<file path="src/rtl/mtp_pkg.sv">
package mtp_pkg;

    typedef enum logic [1:0] {
        LS_INV = 2'd0,
        LS_SHR = 2'd1,
        LS_EXC = 2'd2,
        LS_MOD = 2'd3
    } line_st_e;

    typedef enum logic [2:0] {
        MC_UC,
        MC_WC,
        MC_WT,
        MC_WP,
        MC_WB
    } mem_cls_e;

    typedef enum logic [1:0] {
        PD_NONE,
        PD_SHR,
        PD_RD,
        PD_OWN
    } pend_e;

    typedef enum logic [1:0] {
        FK_SHARED = 2'd0,
        FK_EXCL   = 2'd1,
        FK_DIRTY  = 2'd2,
        FK_RSVD   = 2'd3
    } fill_kind_e;

    typedef struct packed {
        line_st_e st;
        pend_e    pd;
    } line_rec_t;

    // Final line state once a fill answers an outstanding miss
    function automatic line_st_e fill_result(pend_e pd, fill_kind_e kind);
        line_st_e r;
        r = LS_SHR;
        case (pd)
            PD_RD: begin
                case (kind)
                    FK_EXCL:  r = LS_EXC;
                    FK_DIRTY: r = LS_MOD;
                    default:  r = LS_SHR;
                endcase
            end
            PD_OWN: begin
                if (kind == FK_EXCL || kind == FK_DIRTY) r = LS_MOD;
                else                                     r = LS_SHR;
            end
            default: r = LS_SHR;
        endcase
        return r;
    endfunction

endpackage

</file>
<file path="src/rtl/mtp_type_decode.sv">
module mtp_type_decode
    import mtp_pkg::*;
(
    input  logic [2:0] code,
    output mem_cls_e   cls,
    output logic       illegal
);
    always_comb begin
        illegal = 1'b0;
        case (code)
            3'd0:    cls = MC_UC;
            3'd1:    cls = MC_WC;
            3'd4:    cls = MC_WT;
            3'd5:    cls = MC_WP;
            3'd6:    cls = MC_WB;
            default: begin
                cls     = MC_UC;
                illegal = 1'b1;
            end
        endcase
    end
endmodule

</file>
<file path="src/rtl/mtp_line_table.sv">
module mtp_line_table
    import mtp_pkg::*;
#(
    parameter int IDX_W = 3
) (
    input  logic             clk,
    input  logic             rst,
    input  logic [IDX_W-1:0] rd_idx,
    output line_rec_t        rd_rec,
    input  logic             fill_valid,
    input  logic [IDX_W-1:0] fill_idx,
    input  logic [1:0]       fill_kind,
    input  logic             grant_valid,
    input  logic [IDX_W-1:0] grant_idx,
    input  logic             upd_st_en,
    input  line_st_e         upd_st,
    input  logic             upd_pd_en,
    input  pend_e            upd_pd,
    input  logic [IDX_W-1:0] upd_idx
);
    localparam int NUM_LINES = 1 << IDX_W;

    typedef struct packed {
        line_rec_t [NUM_LINES-1:0] lines;
    } tab_t;

    tab_t tab_d, tab_q;

    always_comb begin
        tab_d = tab_q;
        if (fill_valid && tab_q.lines[fill_idx].pd != PD_NONE) begin
            tab_d.lines[fill_idx].st = fill_result(tab_q.lines[fill_idx].pd,
                                                   fill_kind_e'(fill_kind));
            tab_d.lines[fill_idx].pd = PD_NONE;
        end
        if (grant_valid && tab_q.lines[grant_idx].st == LS_SHR) begin
            tab_d.lines[grant_idx].st = LS_MOD;
        end
        if (upd_st_en) begin
            tab_d.lines[upd_idx].st = upd_st;
        end
        if (upd_pd_en) begin
            tab_d.lines[upd_idx].pd = upd_pd;
        end
    end

    always_ff @(posedge clk) begin
        if (rst) tab_q <= '0;
        else     tab_q <= tab_d;
    end

    assign rd_rec = tab_q.lines[rd_idx];
endmodule

</file>
<file path="src/rtl/mtp_access_decide.sv">
module mtp_access_decide
    import mtp_pkg::*;
(
    input  logic      acc_valid,
    input  logic      acc_write,
    input  mem_cls_e  cls,
    input  logic      illegal,
    input  line_rec_t rec,
    output logic      alloc,
    output logic      mem_write,
    output logic      line_write,
    output logic      combine,
    output logic      spec_ok,
    output logic      illegal_o,
    output logic      upgrade_req,
    output logic      upd_st_en,
    output line_st_e  upd_st,
    output logic      upd_pd_en,
    output pend_e     upd_pd
);
    logic miss, merged;

    assign miss   = (rec.st == LS_INV);
    assign merged = miss && (rec.pd != PD_NONE);

    always_comb begin
        alloc       = 1'b0;
        mem_write   = 1'b0;
        line_write  = 1'b0;
        combine     = 1'b0;
        spec_ok     = 1'b0;
        illegal_o   = 1'b0;
        upgrade_req = 1'b0;
        upd_st_en   = 1'b0;
        upd_st      = LS_MOD;
        upd_pd_en   = 1'b0;
        upd_pd      = PD_NONE;
        if (acc_valid) begin
            illegal_o = illegal;
            combine   = (cls == MC_WC);
            spec_ok   = !acc_write && (cls != MC_UC);
            case (cls)
                MC_WT, MC_WP: begin
                    if (!acc_write) begin
                        if (miss && !merged) begin
                            alloc     = 1'b1;
                            upd_pd_en = 1'b1;
                            upd_pd    = PD_SHR;
                        end
                    end else begin
                        mem_write  = 1'b1;
                        line_write = (cls == MC_WT) && !miss;
                    end
                end
                MC_WB: begin
                    if (miss) begin
                        if (!merged) begin
                            alloc     = 1'b1;
                            upd_pd_en = 1'b1;
                            upd_pd    = acc_write ? PD_OWN : PD_RD;
                        end
                    end else if (acc_write) begin
                        if (rec.st == LS_SHR) begin
                            upgrade_req = 1'b1;
                        end else begin
                            line_write = 1'b1;
                            upd_st_en  = 1'b1;
                            upd_st     = LS_MOD;
                        end
                    end
                end
                default: mem_write = acc_write;
            endcase
        end
    end
endmodule

</file>
<file path="src/rtl/mtp_policy.sv">
module mtp_policy
    import mtp_pkg::*;
#(
    parameter int IDX_W = 3
) (
    input  logic             clk,
    input  logic             rst,
    input  logic             acc_valid,
    input  logic             acc_write,
    input  logic [IDX_W-1:0] acc_idx,
    input  logic [2:0]       acc_mtype,
    input  logic             fill_valid,
    input  logic [IDX_W-1:0] fill_idx,
    input  logic [1:0]       fill_kind,
    input  logic             grant_valid,
    input  logic [IDX_W-1:0] grant_idx,
    output logic             dec_alloc,
    output logic             dec_mem_write,
    output logic             dec_line_write,
    output logic             dec_combine,
    output logic             dec_spec_ok,
    output logic             dec_illegal,
    output logic             dec_upgrade_req,
    output logic [1:0]       hit_state
);
    mem_cls_e  cls;
    logic      illegal;
    line_rec_t rec;
    logic      upd_st_en, upd_pd_en;
    line_st_e  upd_st;
    pend_e     upd_pd;

    mtp_type_decode u_dec (
        .code    (acc_mtype),
        .cls     (cls),
        .illegal (illegal)
    );

    mtp_line_table #(.IDX_W(IDX_W)) u_table (
        .clk         (clk),
        .rst         (rst),
        .rd_idx      (acc_idx),
        .rd_rec      (rec),
        .fill_valid  (fill_valid),
        .fill_idx    (fill_idx),
        .fill_kind   (fill_kind),
        .grant_valid (grant_valid),
        .grant_idx   (grant_idx),
        .upd_st_en   (upd_st_en),
        .upd_st      (upd_st),
        .upd_pd_en   (upd_pd_en),
        .upd_pd      (upd_pd),
        .upd_idx     (acc_idx)
    );

    mtp_access_decide u_decide (
        .acc_valid   (acc_valid),
        .acc_write   (acc_write),
        .cls         (cls),
        .illegal     (illegal),
        .rec         (rec),
        .alloc       (dec_alloc),
        .mem_write   (dec_mem_write),
        .line_write  (dec_line_write),
        .combine     (dec_combine),
        .spec_ok     (dec_spec_ok),
        .illegal_o   (dec_illegal),
        .upgrade_req (dec_upgrade_req),
        .upd_st_en   (upd_st_en),
        .upd_st      (upd_st),
        .upd_pd_en   (upd_pd_en),
        .upd_pd      (upd_pd)
    );

    assign hit_state = rec.st;
endmodule

</file>
<file path="config.mk">
export PLATFORM = sky130hd
export DESIGN_NAME = mtp_policy
export DESIGN_NICKNAME = d
export VERILOG_FILES = /design/src/rtl/mtp_pkg.sv /design/src/rtl/mtp_type_decode.sv /design/src/rtl/mtp_line_table.sv /design/src/rtl/mtp_access_decide.sv /design/src/rtl/mtp_policy.sv
export SDC_FILE = /design/constraint.sdc
export NUM_CORES = 1
export LEC_CHECK = 0
export ABC_AREA = 1
export BUFFER_PORTS_ARGS = -buffer_cell sky130_fd_sc_hd__buf_2
export CAP_MARGIN = 20
export CORE_ASPECT_RATIO = 1.2
export CORE_MARGIN = 2
export CORE_UTILIZATION = 54
export DETAILED_ROUTE_END_ITERATION = 16
export PLACE_DENSITY = 0.74
export SETUP_SLACK_MARGIN = 0.02
export SLEW_MARGIN = 20
export SYNTH_ARGS = -nofsm -noshare
export SYNTH_HDL_FRONTEND = slang
export SYNTH_HIERARCHICAL = 1
export SYNTH_SLANG_ARGS = --single-unit
export TNS_END_PERCENT = 10
</file>
<file path="constraint.sdc">
create_clock -name clk -period 2.4 [get_ports clk]
set_input_delay 0.48 -clock clk [delete_from_list [all_inputs] [get_ports clk]]
set_output_delay 0.48 -clock clk [all_outputs]
set_load 0.05 [all_outputs]
</file>
==> results_dict.tcl <==
set metrics [dict create \
    status "finished clean" \
    fin_ws_ps 6.74 \
    async_flop_share 0 \
    holdCritStartpoint "u_table/tab_q[21]" \
    synth_top_family_by_area "simple AND/OR/NAND/NOR gates" \
    start_kind "flop" \
    fp.coreArea_sq_mm 0.00501 \
    die_x_microns 70.2 \
    top_regs "u_table/tab_q x32" \
    whs_ps 464 \
    routed-via-count 3314 \
    yosysWarnings 6 \
    required_ps 1920 \
    yosysMostFrequentCell "nand2_1" \
    ctsHoldBuffers 0 \
    rsz0062_at_grt "true" \
    power.share.clock 0.378 \
    io_buffers 28 \
    grtUsageTotal 0.305 \
    num_rows 28 \
    regMostFlops "u_table/tab_q" \
    nets 528 \
    r2r-start "u_table/tab_q[5]" \
    grt_pass1_vias 2946 \
    p_leak_nw 1.61 \
    seqPwrFrac 0.388 \
    cts_tree "yes" \
    rr_endpoint "u_table/tab_q[8]" \
    synth_flop_cell "dfxtp_1" \
    worstSkewPairLatency_ps 290 \
    synth_xor_area_frac 0 \
    fp.dieH_microns 83.4 \
    arrival_ps 1910 \
    synth-edff-count 0 \
    drtIter0Drc 229 \
    cts_htree_levels 2 \
    yosysTopAreaCellShare 0.226 \
    synthTopCellsByCount "nand2_1, inv_1, nor2_1, o21ai_0, dfxtp_1" \
    critPathMaxFanout 3 \
    power_frac_comb 0.234 \
    overflow 0 \
    grt_max_degree 29 \
    drcViolationCount 0 \
    fin_area_sq_mm 0.00351 \
    avgSynthCellArea_sq_um 6.09 \
    detail-route-antenna-nets 0 \
    placed_cell_area_sq_mm 0.00318 \
    antenna_found_initial 0 \
    grt_pass1_wl_microns 14300 \
    stdcell_count 568 \
    synthCells 466 \
    crit_type "reg -> out" \
    holdPathEnd "u_table/tab_q[21]" \
    synth_mux_area_frac 0 \
    critPathMaxStageDelay_ps 370 \
    ys_seq_area_frac 0.226 \
    start_util 0.566 \
    synth_seq_cells 32 \
    dr.pass1.iters 5 \
    switching_share 0.310 \
    path_cells "o21ai_0 -> o22ai_1 -> nor2_1 -> a31oi_4 -> nor2_4 -> nand2_2 -> nor2_2 -> nor2_2 -> nor2_4 -> buf_8" \
    slew_violations 0 \
    insertedDiodeCount 0 \
    synthSimpleGateAreaFrac 0.485 \
    intPower_uw 953 \
    yosysTopAreaCell "dfxtp_1" \
    dp_slack_ps -147 \
    clk_pin_slew_ps 70 \
    synth_fa_ha_area_frac 0.00441 \
    vias_per_cell 5.83 \
    netlist_area_sq_mm 0.00284 \
    pin_count 29 \
    cp_slowest_cell "dfxtp_1" \
    post-route-period-util 0.997 \
    wl_per_cell_microns 15.9 \
    crit_path_end_kind "output pin" \
    setup_violations 0 \
    fillers 456 \
    clock-root-buffer "clkbuf_8" \
    max_slew_margin 0.431 \
    hpwlAfterDp_microns 6760 \
    min_path_cells 2 \
    irDropWorstVdd_mv 0.294 \
    cts_buffer_depth 2 \
    seq_area_sq_um 646 \
    wl_microns 9010 \
    drive_above_1_share 0.297 \
    finalClockSkew_ps 3.22 \
    r2r_slack_ps 70 \
    max_cap_violations 0 \
    numClockSinks 32 \
    reg2reg_depth 17 \
    cts_buffers 5 \
    min-delay-path-class "reg -> reg" \
    power_density_mw_per_mm2 394 \
    worst_slew_pin_slew_ps 852 \
    place_congestion 0.952 \
    place_inst 553 \
    syn2layout_area_growth_pct 23.5 \
    largest_register_ffs 32 \
    synth_cell_types 34 \
    die_area_sq_mm 0.00585 \
    synth_compound_area_frac 0.162 \
    synthTopCellsByArea "dfxtp_1, nand2_1, o21ai_0, inv_1, nor2_1" \
    multi_input_area_sq_mm 0.00203 \
    hold_viol 0 \
    fmax_mhz 418 \
    p_switching_uw 428 \
    period_needed_ps 2390 \
]
[critical path, delay by kind of cell, from the launching register on]
kind / cells / cell delay [ps]
buffers and inverters: 1 / 150
AOI/OAI and AO/OA: 3 / 370
DFF: 1 / 370
and+or+nand+nor: 6 / 740
[power by group through the flow]
stage / logic, mW / registers [mW] / clock network (mW)
6_report: 0.324 / 0.535 / 0.522
5_1_grt: 0.352 / 0.535 / 0.550
4_1_cts: 0.293 / 0.535 / 0.530
3_5_place_dp: 0.275 / 0.547 / 0
3_3_place_gp: 0.269 / 0.547 / 0
2_1_floorplan: 0.214 / 0.546 / 0
[cell type report]
cell class	instances	share of cell area
Clock inverter	3	0.0121
Clock buffer	5	0.0196
Multi-Input combinational cell	358	0.579
Inverter	56	0.0664
Sequential cell	32	0.184
Timing Repair Buffer	53	0.115
Tap cell	60	0.0214
Timing Repair inverter	1	0.00250
[metal layers]
metal | vias up | track usage | share of wire
met1 | 1506 | 0.380 | 0.41
met3 | 34 | 0.0570 | 0.062
met4 | 0 | 0.112 | 0.042
li1 | 1635 | - | -
met2 | 139 | 0.517 | 0.49
met5 | - | 0 | 0
[how the worst max path moves through the flow]
stage / endpoint / slack (ps) / from
after floorplan: u_table/tab_q[12] / -250 / acc_idx[0]
after global placement: dec_alloc / -90 / acc_idx[0]
after detailed placement: dec_alloc / -150 / acc_idx[0]
after CTS: dec_alloc / 10 / acc_idx[0]
after global routing: u_table/tab_q[4] / -90 / acc_idx[0]
final: dec_alloc / 7 / u_table/tab_q[22]
[cells in the final DEF (no fill, tap or decap), types with 2 or more instances in the layout]
master and count:
clkbuf_8 5, buf_4 20, buf_6 6, nand3_2 10, a31oi_4 2, o21ai_1 19
buf_2 23, inv_1 45, conb_1 2, a21oi_2 3, buf_8 2, inv_6 2
nand2_4 2, buf_12 2, o21ai_0 17, dfxtp_2 4, o21ai_2 9, nand2_2 15
nor3_1 21, a31oi_1 6, o22ai_1 4, nand4_2 3, dfxtp_1 28, inv_2 7
nor2_1 35, inv_4 2, a21oi_1 25, nor2_4 10, nand3b_1 2, nand4_1 24
nand2_8 2, nand2_1 98, nor2_2 13, nand3_1 29
[stage by stage]
step           setup TNS, ps  power [mW]   util
2_1_floorplan          -5400       0.760      -
3_3_place_gp           -88.9       0.816  0.634
3_5_place_dp            -640       0.822  0.634
4_1_cts                    0        1.36  0.669
5_1_grt                 -659        1.44  0.700
6_report                   0        1.38  0.700
[what timing repair did]
action | CTS | global route
pin swaps | 2 | 16
resized for setup | 9 | 46
buffers inserted | 5 | 1
setup endpoints to repair | 3 | 11
cloned | 0 | 1
[logic make-up (layout without fill, tap and decap cells)]
logic type / Yosys count / after routing
adders and majority gates: 1 / 1
and+or+nand+nor: 268 / 268
AOI/OAI and AO/OA: 87 / 87
buffers and inverters: 77 / 118
DFF: 32 / 32
other: 1 / 2
Power figures use the tool's default switching activity.
